`config.mk`:
```
export PLATFORM = sky130hd
export DESIGN_NAME = oc_fault_seq
export DESIGN_NICKNAME = d
export VERILOG_FILES = /design/src/rtl/oc_seq_pkg.sv /design/src/rtl/oc_sync.sv /design/src/rtl/oc_cyc_cnt.sv /design/src/rtl/oc_seq_fsm.sv /design/src/rtl/oc_fault_seq.sv
export SDC_FILE = /design/constraint.sdc
export NUM_CORES = 1
export LEC_CHECK = 0
export ABC_AREA = 1
export CAP_MARGIN = 25
export CELL_PAD_IN_SITES_DETAIL_PLACEMENT = 1
export CELL_PAD_IN_SITES_GLOBAL_PLACEMENT = 1
export CORE_MARGIN = 2
export CORE_UTILIZATION = 35
export DETAILED_ROUTE_END_ITERATION = 6
export PLACE_DENSITY = 0.81
export SETUP_SLACK_MARGIN = 0.3
export SYNTH_ARGS = -nofsm -noshare
export SYNTH_HDL_FRONTEND = slang
export SYNTH_SLANG_ARGS = --single-unit
```
`constraint.sdc`:
```
create_clock -name clk -period 1.45 [get_ports clk]
set_clock_uncertainty 0.05 [all_clocks]
set_input_delay 0.145 -clock clk [delete_from_list [all_inputs] [get_ports clk]]
set_output_delay 0.145 -clock clk [all_outputs]
set_load 0.02 [all_outputs]
```
`src/rtl/oc_seq_pkg.sv`:
```
package oc_seq_pkg;

    typedef enum logic [1:0] {
        ST_RUN   = 2'd0,
        ST_SKIP  = 2'd1,
        ST_WATCH = 2'd2,
        ST_TRIP  = 2'd3
    } oc_state_e;

endpackage

```
`src/rtl/oc_sync.sv`:
```
module oc_sync #(
    parameter int WIDTH  = 2,
    parameter int STAGES = 2
) (
    input  logic             clk,
    input  logic             rst_n,
    input  logic [WIDTH-1:0] d_i,
    output logic [WIDTH-1:0] q_o
);

    for (genvar b = 0; b < WIDTH; b++) begin : g_bit
        logic [STAGES-1:0] chain;

        always_ff @(posedge clk or negedge rst_n) begin
            if (!rst_n) begin
                chain <= '0;
            end else begin
                chain <= {chain[STAGES-2:0], d_i[b]};
            end
        end

        assign q_o[b] = chain[STAGES-1];
    end

endmodule

```
`src/rtl/oc_cyc_cnt.sv`:
```
module oc_cyc_cnt #(
    parameter int CNT_W = 5
) (
    input  logic             clk,
    input  logic             rst_n,
    input  logic             clr_i,
    input  logic             inc_i,
    output logic [CNT_W-1:0] cnt_o
);

    always_ff @(posedge clk or negedge rst_n) begin
        if (!rst_n) begin
            cnt_o <= '0;
        end else if (clr_i) begin
            cnt_o <= '0;
        end else if (inc_i) begin
            cnt_o <= cnt_o + 1'b1;
        end
    end

endmodule

```
`src/rtl/oc_seq_fsm.sv`:
```
module oc_seq_fsm
    import oc_seq_pkg::*;
#(
    parameter int SKIP_CYC  = 8,
    parameter int WATCH_CYC = 8,
    parameter int CNT_W     = 5
) (
    input  logic             clk,
    input  logic             rst_n,
    input  logic             en_i,
    input  logic             strobe_i,
    input  logic             hit_i,
    input  logic             uv_i,
    input  logic [CNT_W-1:0] cnt_i,
    output logic             clr_o,
    output logic             inc_o,
    output oc_state_e        state_o,
    output logic             hs_gate_o,
    output logic             reg_en_o,
    output logic             pgood_o
);

    localparam logic [CNT_W-1:0] LAST_SKIP = CNT_W'(SKIP_CYC);
    localparam logic [CNT_W-1:0] LAST_WIN  = CNT_W'(SKIP_CYC + WATCH_CYC - 1);
    localparam logic [CNT_W-1:0] CNT_MAX   = CNT_W'(SKIP_CYC + WATCH_CYC);

    oc_state_e state_q, state_d;
    logic      clr_fsm;

    // Next-state and counter control.
    always_comb begin
        state_d = state_q;
        clr_fsm = 1'b0;
        inc_o   = 1'b0;
        unique case (state_q)
            ST_RUN: begin
                if (strobe_i && hit_i) begin
                    state_d = ST_SKIP;
                    clr_fsm = 1'b1;
                end
            end
            ST_SKIP: begin
                if (strobe_i) begin
                    inc_o = 1'b1;
                    if (cnt_i == LAST_SKIP) begin
                        state_d = hit_i ? ST_TRIP : ST_WATCH;
                    end
                end
            end
            ST_WATCH: begin
                if (strobe_i) begin
                    if (hit_i) begin
                        state_d = ST_TRIP;
                    end else if (cnt_i == LAST_WIN) begin
                        state_d = ST_RUN;
                        clr_fsm = 1'b1;
                    end else begin
                        inc_o = 1'b1;
                    end
                end
            end
            ST_TRIP: begin
                state_d = ST_TRIP;
            end
            default: state_d = ST_RUN;
        endcase
        if (uv_i) begin
            state_d = ST_TRIP;
        end
    end

    assign clr_o = clr_fsm || !en_i;

    // State register.
    always_ff @(posedge clk or negedge rst_n) begin
        if (!rst_n) begin
            state_q <= ST_RUN;
        end else if (!en_i) begin
            state_q <= ST_RUN;
        end else begin
            state_q <= state_d;
        end
    end

    // Outputs.
    always_comb begin
        reg_en_o  = en_i && !uv_i && (state_q != ST_TRIP);
        pgood_o   = reg_en_o;
        hs_gate_o = reg_en_o && ((state_q == ST_RUN) || (state_q == ST_WATCH));
    end

    assign state_o = state_q;


    strobe_only_move_chk: assert property (@(posedge clk) disable iff (!rst_n)
        (en_i && !strobe_i && !uv_i) |=> $stable(state_q));


    skip_no_drive_chk: assert property (@(posedge clk) disable iff (!rst_n)
        (state_q == ST_SKIP) |-> !hs_gate_o);


    window_hit_trip_chk: assert property (@(posedge clk) disable iff (!rst_n)
        (en_i && state_q == ST_WATCH && strobe_i && hit_i) |=> (state_q == ST_TRIP || !$past(en_i)));


    trip_sticky_chk: assert property (@(posedge clk) disable iff (!rst_n)
        (state_q == ST_TRIP && en_i) |=> (state_q == ST_TRIP || !en_i));


    disabled_idle_chk: assert property (@(posedge clk) disable iff (!rst_n)
        !en_i |=> (state_q == ST_RUN && (!en_i || $rose(en_i))));


    cnt_bound_chk: assert property (@(posedge clk) disable iff (!rst_n)
        cnt_i <= CNT_MAX);

endmodule

```
`src/rtl/oc_fault_seq.sv`:
```
module oc_fault_seq
    import oc_seq_pkg::*;
#(
    parameter int SKIP_CYC    = 8,
    parameter int WATCH_CYC   = 8,
    parameter int SYNC_STAGES = 2
) (
    input  logic       clk,
    input  logic       rst_n,
    input  logic       en_i,
    input  logic       cyc_start_i,
    input  logic       ilim_i,
    input  logic       uv_i,
    output logic       hs_gate_o,
    output logic       reg_en_o,
    output logic       pgood_o,
    output logic [1:0] status_o
);

    localparam int CNT_W = $clog2(SKIP_CYC + WATCH_CYC + 1);

    logic [1:0]       sync_q;
    logic             clr, inc;
    logic [CNT_W-1:0] cnt;
    oc_state_e        state;

    oc_sync #(.WIDTH(2), .STAGES(SYNC_STAGES)) u_sync (
        .clk   (clk),
        .rst_n (rst_n),
        .d_i   ({uv_i, ilim_i}),
        .q_o   (sync_q)
    );

    oc_cyc_cnt #(.CNT_W(CNT_W)) u_cnt (
        .clk   (clk),
        .rst_n (rst_n),
        .clr_i (clr),
        .inc_i (inc),
        .cnt_o (cnt)
    );

    oc_seq_fsm #(
        .SKIP_CYC  (SKIP_CYC),
        .WATCH_CYC (WATCH_CYC),
        .CNT_W     (CNT_W)
    ) u_fsm (
        .clk       (clk),
        .rst_n     (rst_n),
        .en_i      (en_i),
        .strobe_i  (cyc_start_i),
        .hit_i     (sync_q[0]),
        .uv_i      (sync_q[1]),
        .cnt_i     (cnt),
        .clr_o     (clr),
        .inc_o     (inc),
        .state_o   (state),
        .hs_gate_o (hs_gate_o),
        .reg_en_o  (reg_en_o),
        .pgood_o   (pgood_o)
    );

    assign status_o = state;

endmodule

```
==> summary.txt, run 1 <==
Synthesis
  – Commonest cells post-synth: nand2_1 (13), dfrtp_1 (11), nand3_1 (11)
  – Post-synthesis async set-or-reset flop share: 1.00
  – Synth Flop Type: dfrtp_1
  – Netlist cell types: 22
  – Synth warn: 0
  – Area contributors post-synth: dfrtp_1 (38%), ha_1 (14%), nand3_1 (7.5%)
  – Yosys top cell area share: 0.376
  – Mapped Cells: between 80 and 90
  – #FFs+latches synth: 11
  – Mapped Avg Cell Area: 8.71 µm²
  – Count leader, synth: nand2_1
  – Mapped Area: 732 µm²
  – Post-synthesis sequential area ratio: 0.376
  – Synthesized Nets: about 100
  – Area leader, netlist: dfrtp_1
  – EDFF count, synth: 0

Floorplan
  – Die width: between 40 and 50 µm
  – FP Rows: 16
  – Die Footprint: roughly 2500 µm²
  – Core area: ~2000 µm²
  – Initial core utilization: 0.373
  – Num ports: 11
  – Die span in y: 49.7 µm

STA
  – WHS: about 0.14 ns
  – Fmax: roughly 600 MHz
  – Max-Slew Margin vs Limit: 0.667
  – Worst Tran Pin Value: ~0.50 ns
  – RSZ-0062 raised after global routing: yes
  – Crit path time final: approximately 1.7 ns
  – Final Max Slew Viols: 0
  – Final hold violation count: 0
  – Final worst setup slack: -0.265 ns
  – Period utilization: 1.18
  – Final Setup Violations: 10

Min path
  – Worst Hold Class: primary input to async pin

Route
  – DR DRC count: 0
  – Number of nets with antenna violations after routing: 0
  – DR vias/cell: 4.90
  – Iter 0 DRT Violations: 5
  – Routed length per instance: ~18 µm
  – Post-Route M1 WL: 935 µm
  – DR top layer: met4
  – Detailed Routing Iterations Pass 1: 3
  – Vias: about 720
  – Met3 WL: around 62 µm
  – DRT Wirelength: between 2 and 3 mm
  – WL met2: about 1.5 mm

Worst setup path
  – CP arrival: approximately 1.9 ns
  – CP bufs+invs: 5
  – Critical path class: flop to flop
  – FF-to-FF End: u_fsm.state_o[0]
  – Crit Path Max Fanout: 4
  – CP Capture Type: flop
  – R2R Setup Slk: -0.26 ns
  – CP Cell Sequence: buf_6 > inv_1 > buf_4 > ha_4 > inv_2 > buf_4 > o21ai_2 > nor2_1 > nor2_1 > nand2_1 > nand2_1
  – Worst path max stage delay: roughly 0.44 ns
  – Slowest cell on the critical path: dfrtp_2
  – R2R depth: 11
  – CP Data Required Time: roughly 1.6 ns
  – CP Depth: 11
  – CP top delay family: buffers and inverters
  – R2r startpoint: u_fsm.state_o[1]
  – Crit path capture: u_fsm.state_o[0]
  – Crit path launch type: flop
  – Crit. Startpoint: u_fsm.state_o[1]

Clock network
  – Longest Clk Path Bufs: 2
  – H-Tree Depth: 1
  – Worst-Skew Late Latency: approximately 0.28 ns
  – TritonCTS clock tree: yes
  – Clock Sinks: 11
  – Root Buffer: clkbuf_4
  – Reg clk slew, reported paths: around 0.070 ns
  – CTS Buf Count: 3

Pwr
  – Clock power frac: 0.196
  – Pint: 672 µW
  – Maximum vdd ir drop: between 800 and 900 µV
  – PwrDens: 874 nW/µm²
  – Comb pwr share: 0.478
  – Sw Ratio: 0.385
  – Leak pwr: ~0.00056 µW
  – Sequential Power Share: 0.326
  – Switching power: 421 µW

Placement
  – Placer Congestion: roughly 0.75
  – Post-DP HPWL: between 1 and 1.5 mm
  – IO Port Bufs: 10

Run
  – MaxCap Viol Count: 0

Cells and area
  – Layout Utilization: 0.637
  – N_diodes: 0
  – Area Overhead vs Synth: 70.8%
  – Nets: 134
  – Layout cells sized above 1: 0.622

Run status
  – Outcome: complete, but fails checks
  – Failing checks: setup timing

GRT
  – Vias in the first global route: ~750
  – First-pass GRT wire length: 3.34 mm
  – GRT Util Overall: 0.182
  – Overflow left after global routing: 0
  – Initial antenna violation count: 0
  – Largest net degree at the start of global routing: 12
==> state kept, by name (all words and copies together), names as in the netlist <==
register	cells
u_cnt.cnt_o	5
u_sync.g_bit.chain	4
u_fsm.state_o	2
==> worst register-to-register path: cells and delay by family (launching register included) <==
family                   cells  cell delay [ns]
flip-flops                   1             0.44
AND/OR/NAND/NOR              4             0.33
AO/OA/AOI/OAI                1             0.14
buffers and inverters        5             0.58
adder cells (fa/ha/maj)      1             0.13
==> final cells by class <==
class | instances | area (µm²)
tap | 27 | 33.8
multi-input combinational | 60 | 581
clock buffer | 4 | 26.3
timing repair buffer | 32 | 284
sequential | 11 | 278
fill | 219 | 712
inverter | 12 | 47.5
==> stage by stage <==
stage | TNS [ns] | cell area (µm²) | instances | power, µW | worst slack (ns)
5_1_grt | -2.34 | 1250 | 146 | 1150 | -0.343
6_report | -1.76 | 1250 | 146 | 1090 | -0.265
3_3_place_gp | -1.61 | 986 | 135 | 690 | -0.353
3_5_place_dp | -2.13 | 986 | 135 | 706 | -0.403
2_1_floorplan | 0 | 751 | 84 | 538 | 0.00603
4_1_cts | -0.989 | 1080 | 141 | 957 | -0.153
==> per-layer routing <==
metal,track usage,vias to the layer above
met5,0,-
met3,0.0242,4
met1,0.204,351
met4,0.0556,0
met2,0.349,15
li1,-,345
==> how the worst min path moves through the flow <==
stage	slack (ns)	from	end
2_1_floorplan	-0.20	rst_n	u_cnt.cnt_o[0]
3_3_place_gp	0.28	u_sync.g_bit[0].chain[0]	u_sync.g_bit[0].chain[1]
3_5_place_dp	0.29	u_sync.g_bit[0].chain[0]	u_sync.g_bit[0].chain[1]
4_1_cts	0.15	rst_n	u_cnt.cnt_o[1]
5_1_grt	0.17	rst_n	u_cnt.cnt_o[0]
6_report	0.14	rst_n	u_cnt.cnt_o[0]
==> cell usage in the layout (no fill, tap or decap) <==
cell type,netlist,layout
nand3_2,1,6
a21oi_1,3,2
dfrtp_2,0,2
clkdlybuf4s50_1,0,5
ha_1,8,2
dfrtp_1,11,9
clkbuf_1,0,1
nor3_4,0,1
nand3_4,0,1
buf_2,0,1
a21o_1,1,1
nor2_4,1,3
nor2_1,6,4
xor2_1,2,2
nor2_2,1,1
inv_2,3,7
nand3b_1,1,1
a21oi_4,0,2
ha_4,0,5
inv_4,0,1
nand3_1,11,5
nand2_4,2,5
o21ai_2,5,7
buf_6,0,9
o21a_2,0,1
inv_1,9,4
buf_4,1,17
nand2_1,13,9
ha_2,0,1
clkbuf_4,0,3
nand2_2,0,1
==> cell families (layout without fill, tap and decap cells) <==
logic type / count (synthesis) / count (layout) / synth area share
AO/OA/AOI/OAI: 13 / 13 / 0.126
AND/OR/NAND/NOR: 37 / 37 / 0.265
XOR/XNOR: 2 / 2 / 0.0239
adder cells (fa/ha/maj): 8 / 8 / 0.137
flip-flops: 11 / 11 / 0.376
buffers and inverters: 13 / 48 / 0.0718
==> timing repair <==
item                                    in CTS  in global routing
hold buffers                                 0                  0
gates resized for setup                     40                 31
endpoints found under the setup margin      12                 11
buffers inserted                             2                  5
pin swaps                                    8                 13
==> power by group through the flow <==
stage               Sequential (µW)  Clock [µW]  Combinational (µW)
finish                          356         214                 522
detailed placement              349           0                 357
CTS                             345         218                 394
global placement                347           0                 343
floorplan                       365           0                 173
global route                    357         236                 559
(Power assumes the default switching activity.)
==> run 2, diff against run 1 <==
RECOVER_POWER = 25   (was default)
==> summary.txt, run 2 (synthesized netlist as in run 1, its figures left out) <==
STA
  – Final hold violation count: 0
  – Worst Tran Pin Value: 0.497 ns
  – Period utilization: 1.18
  – Final Max Slew Viols: 0
  – Crit path time final: 1.71 ns
  – Final Setup Violations: 10
  – Final worst setup slack: -0.265 ns
  – Max-Slew Margin vs Limit: 0.668
  – RSZ-0062 raised after global routing: yes
  – Fmax: around 580 MHz

Route
  – Number of nets with antenna violations after routing: 0
  – DRT Wirelength: 2.56 mm
  – DR DRC count: 0
  – Iter 0 DRT Violations: 5
  – Vias: 715
  – DR vias/cell: a little under 5
  – Detailed Routing Iterations Pass 1: 3
  – Routed length per instance: between 15 and 20 µm

Placement
  – Placed cells: 135
  – Post-DP HPWL: ~1.5 mm
  – IO Port Bufs: 10
  – Placer Congestion: 0.752
  – Area post-placement: 986 µm²

GRT
  – Overflow left after global routing: 0
  – First-pass GRT wire length: 3.34 mm
  – Initial antenna violation count: 0
  – GRT Util Overall: 0.182
  – Vias in the first global route: about 750
  – Largest net degree at the start of global routing: 12

Pwr
  – Leak pwr: around 0.00056 µW
  – PwrDens: 873 nW/µm²
  – Maximum vdd ir drop: 856 µV

Cells and area
  – Layout cells sized above 1: 0.622
  – Finished Cell Area: around 1200 µm²
  – Final cell count without fillers: around 150
  – Reg with most FFs: u_cnt.cnt_o
  – Max reg flops: 5
  – Commonest non-fill, non-tap cells in the layout: buf_4 (17), nand2_1 (9), buf_6 (9), dfrtp_1 (9)
  – Commonest non-fill, non-tap cell in the layout: buf_4
  – Nets: ~130
  – N_diodes: 0
  – Area Overhead vs Synth: 70.8%

Worst setup path
  – CP Data Required Time: roughly 1.6 ns
  – Slowest cell on the critical path: dfrtp_2
  – CP Cell Sequence: buf_6 > inv_1 > buf_4 > ha_4 > inv_2 > buf_4 > o21ai_2 > nor2_1 > nor2_1 > nand2_1 > nand2_1
  – Crit Path Max Fanout: 4
  – CP arrival: 1.88 ns
  – CP Capture Type: flop
  – Critical path class: flop to flop
  – Worst path max stage delay: 0.44 ns
  – Crit path launch type: flop

Run
  – MaxCap Viol Count: 0

Clock network
  – CTS Buf Count: 3
  – Clock Sinks: 11
  – CTS Hold Bufs: 0
  – Root Buffer: clkbuf_4
  – H-Tree Depth: 1
  – Worst-Skew Late Latency: roughly 0.28 ns
  – TritonCTS clock tree: yes
  – Longest Clk Path Bufs: 2
  – Reg clk slew, reported paths: approximately 0.07 ns

Run status
  – Failing checks: setup timing
  – Outcome: complete, but fails checks

Floorplan
  – Core area: about 2000 µm²
  – FP Rows: 16
  – Num ports: 11
  – Die width: approximately 50 µm
  – Initial core utilization: 0.373
  – Die span in y: about 50 µm
  – Die Footprint: between 2000 and 2500 µm²

Min path
  – Worst Hold Class: primary input to async pin
==> run 2: final timing paths <==
kind | startpoint | endpoint | slack (ns) | cells after the start
setup / recovery | u_fsm.state_o[1] | u_fsm.state_o[0] | -0.26 | 11
hold / removal | rst_n | u_cnt.cnt_o[0] | 0.14 | 1
setup reg to reg | u_fsm.state_o[1] | u_fsm.state_o[0] | -0.26 | 11
hold reg to reg | u_sync.g_bit[0].chain[0] | u_sync.g_bit[0].chain[1] | 0.30 | 0
max in group asynchronous | rst_n | u_fsm.state_o[1] | 0.83 | 1
min in group clk | u_sync.g_bit[0].chain[0] | u_sync.g_bit[0].chain[1] | 0.30 | 0
==> run 2: where the power goes <==
| group | internal [µW] | total, µW | switching [µW] |
|---|---|---|---|
| combinational | 236 | 521 | 285 |
| sequential | 328 | 356 | 28.1 |
| clock | 107 | 214 | 108 |
==> run 2: timing repair <==
item,4_1_cts,5_1_grt
pin swaps,8,13
buffers inserted,2,5
endpoints found under the setup margin,12,11
gates resized for setup,40,31
==> run 2: layout make-up <==
cell class / instances / area [µm²]
clock buffers: 4 / 26.3
fillers: 219 / 712
inverters: 12 / 47.5
multi-input cells: 60 / 581
flip-flops and latches: 11 / 278
well taps: 27 / 33.8
repair buffers: 32 / 284
==> run 2: critical path: cells and delay by family (launching register included) <==
family | cells | cell delay (ns)
buffers and inverters | 5 | 0.58
DFF | 1 | 0.44
and+or+nand+nor | 4 | 0.33
AOI/OAI and AO/OA | 1 | 0.14
adders and majority gates | 1 | 0.13
==> run 2: metal layers <==
| metal | GRT usage | share of wire | vias up | wire [µm] |
|---|---|---|---|---|
| met5 | 0 | 0 | - | 0 |
| met4 | 0.0556 | 0.020 | 0 | 51 |
| met3 | 0.0242 | 0.024 | 4 | 62 |
| met2 | 0.349 | 0.59 | 15 | 1510 |
| met1 | 0.204 | 0.36 | 351 | 935 |
| li1 | - | - | 345 | - |
==> run 2: through the flow <==
| stage | setup slack (ns) | total power (µW) | util | hold slack [ns] | setup TNS (ns) |
|---|---|---|---|---|---|
| global route | -0.343 | 1150 | 0.637 | 0.174 | -2.34 |
| detailed placement | -0.403 | 706 | 0.503 | 0.287 | -2.13 |
| global placement | -0.353 | 690 | 0.503 | 0.284 | -1.61 |
| finish | -0.265 | 1090 | 0.637 | 0.144 | -1.76 |
| CTS | -0.153 | 957 | 0.551 | 0.150 | -0.989 |
| floorplan | 0.00603 | 538 | - | -0.201 | 0 |
==> run 3, diff against run 2 <==
CORE_UTILIZATION = 34   (was 35)
SYNTH_HIERARCHICAL = 1   (was default)
==> summary.txt, run 3 <==
Clock network
  – CTS Hold Bufs: 0
  – Worst-Skew Late Latency: between 0.2 and 0.3 ns
  – Reg clk slew, reported paths: about 0.080 ns
  – CTS Buf Count: 3
  – Longest Clk Path Bufs: 2
  – H-Tree Depth: 1
  – TritonCTS clock tree: yes
  – Root Buffer: clkbuf_4
  – Clock Sinks: 11

GRT
  – Initial antenna violation count: 0
  – Overflow left after global routing: 0
  – Largest net degree at the start of global routing: 12
  – First-pass GRT wire length: about 3.8 mm
  – GRT Util Overall: 0.209
  – Vias in the first global route: 858

Worst setup path
  – CP Capture Type: flop
  – CP arrival: 1.90 ns
  – Crit Path Max Fanout: 4
  – R2R depth: 12
  – Crit path launch type: flop
  – CP Data Required Time: about 1.6 ns
  – Critical path class: flop to flop
  – R2R Setup Slk: -0.33 ns

Floorplan
  – Die span in y: roughly 50 µm
  – Die width: 49.8 µm
  – Initial core utilization: 0.363
  – FP Rows: 16
  – Die Footprint: about 2500 µm²
  – Num ports: 11
  – Core area: about 2000 µm²

Pwr
  – PwrDens: between 800 and 900 nW/µm²
  – Maximum vdd ir drop: 611 µV
  – Leak pwr: 0.000540 µW

STA
  – Final worst setup slack: -0.332 ns
  – RSZ-0062 raised after global routing: yes
  – Final Setup Violations: 10
  – Worst Tran Pin Value: 0.483 ns
  – Final Max Slew Viols: 0
  – Max-Slew Margin vs Limit: 0.677
  – Fmax: roughly 560 MHz
  – Period utilization: 1.23
  – WHS: roughly 0.14 ns
  – Final hold violation count: 0
  – Crit path time final: between 1.5 and 2 ns

Synthesis
  – Area leader, netlist: dfrtp_1
  – Commonest cells post-synth: nand2_1 (15), dfrtp_1 (11), nor2_1 (11)
  – Mapped Area: just over 700 µm²
  – Post-synthesis sequential area ratio: 0.387
  – #FFs+latches synth: 11
  – Synth Flop Type: dfrtp_1
  – Mapped Cells: 90
  – Count leader, synth: nand2_1
  – Mapped Avg Cell Area: just under 8 µm²
  – EDFF count, synth: 0
  – Synth warn: 6
  – Netlist cell types: 22
  – Yosys top cell area share: 0.387
  – Area contributors post-synth: dfrtp_1 (39%), ha_1 (11%), nand2_1 (7.9%)
  – Post-synthesis async set-or-reset flop share: 1.00
  – Synthesized Nets: between 100 and 150

Placement
  – Post-DP HPWL: 1.79 mm
  – Placer Congestion: roughly 0.85
  – Area post-placement: 1030 µm²
  – IO Port Bufs: 10

Route
  – DR DRC count: 0
  – Number of nets with antenna violations after routing: 0
  – Iter 0 DRT Violations: 1
  – DR vias/cell: around 4.8
  – DRT Wirelength: roughly 2.4 mm
  – Detailed Routing Iterations Pass 1: 2
  – Vias: around 740
  – Routed length per instance: between 15 and 20 µm

Min path
  – Worst Hold Class: primary input to async pin

Cells and area
  – Finished Cell Area: ~1200 µm²
  – Max reg flops: 5
  – Reg with most FFs: u_cnt/cnt_o
  – Commonest non-fill, non-tap cell in the layout: buf_4
  – Nets: 139
  – FILL cells: approximately 240
  – Commonest non-fill, non-tap cells in the layout: buf_4 (21), nand2_1 (13), nor2_1 (10)
  – Area Overhead vs Synth: 68.2%
  – Layout cells sized above 1: 0.532
  – N_diodes: 0

Run
  – MaxCap Viol Count: 0

Run status
  – Failing checks: setup timing
  – Outcome: complete, but fails checks
## run 3: changes by cell type after synthesis, sizes merged, moves of 2 or more
cell	previous run	this run
nor2	8	15
nand3	12	9
o21ai	7	4
buf	1	3
ha	8	6
xor2	2	0
## run 3: timing repair
item | 4_1_cts | 5_1_grt
setup buffers | 1 | 4
gates resized for setup | 33 | 20
setup endpoints to repair | 12 | 12
pin swaps | 8 | 10
cloned | 0 | 0
## run 3: area by class of cell
class,instances,area (µm²),area share
inverter,14,60.1,0.0502
clock inverter,1,5.00,0.00418
tap,27,33.8,0.0282
sequential,11,278,0.232
timing repair buffer,35,309,0.258
multi-input combinational,62,489,0.409
clock buffer,3,22.5,0.0188
## run 3: through the flow
stage / total power [µW] / setup TNS [ns] / setup WS [ns] / instances / util
detailed placement: 730 / -2.75 / -0.353 / 144 / 0.524
floorplan: 548 / -0.652 / -0.186 / 90 / -
CTS: 1000 / -2.46 / -0.291 / 149 / 0.571
global route: 1120 / -2.92 / -0.400 / 153 / 0.610
global placement: 700 / -1.98 / -0.276 / 144 / 0.524
finish: 1050 / -2.30 / -0.332 / 153 / 0.610
## run 3: layer usage
layer	global-route usage	routed length, µm	part of all wire	vias to the layer above
met1	0.213	893	0.37	358
li1	-	-	-	357
met2	0.391	1330	0.56	17
met3	0.0152	51	0.021	10
met5	0	0	0	-
met4	0.157	108	0.045	0
## run 3: power by group
part / switching, µW / leakage [µW] / internal [µW] / total (µW)
logic: 254 / 0.000384 / 240 / 494
registers: 15.8 / 0.000139 / 327 / 343
clock network: 114 / 0.0000177 / 102 / 216
total: 384 / 0.000540 / 670 / 1050
## run 3: logic make-up after synthesis
family / Yosys count / share of synthesized area
and+or+nand+nor: 42 / 0.279
buffers and inverters: 17 / 0.105
AOI/OAI and AO/OA: 13 / 0.111
DFF: 11 / 0.387
adders and majority gates: 6 / 0.105
xor gates and xnor gates: 1 / 0.0123
## run 3: final timing paths
| check | from | to |
|---|---|---|
| hold / removal | rst_n | u_cnt/cnt_o[2] |
| setup reg to reg | u_fsm/state_o[0] | u_cnt/cnt_o[4] |
| hold reg to reg | u_sync/g_bit[1].chain[0] | u_sync/g_bit[1].chain[1] |
| min in group clk | u_sync/g_bit[1].chain[0] | u_sync/g_bit[1].chain[1] |
| max in group asynchronous | rst_n | u_fsm/state_o[0] |
| setup / recovery | u_fsm/state_o[0] | u_cnt/cnt_o[4] |
## run 3: critical path, cell delays in order (launching register included)
cell and delay (ns):
dfrtp_2 0.42, buf_6 0.13, inv_6 0.06, ha_4 0.16, inv_4 0.04, nor2_4 0.11, o21ai_4 0.09, a21oi_4 0.19
nor2_4 0.08, nor2_4 0.13, nand3_2 0.08, nand2_1 0.07, nor2_1 0.05
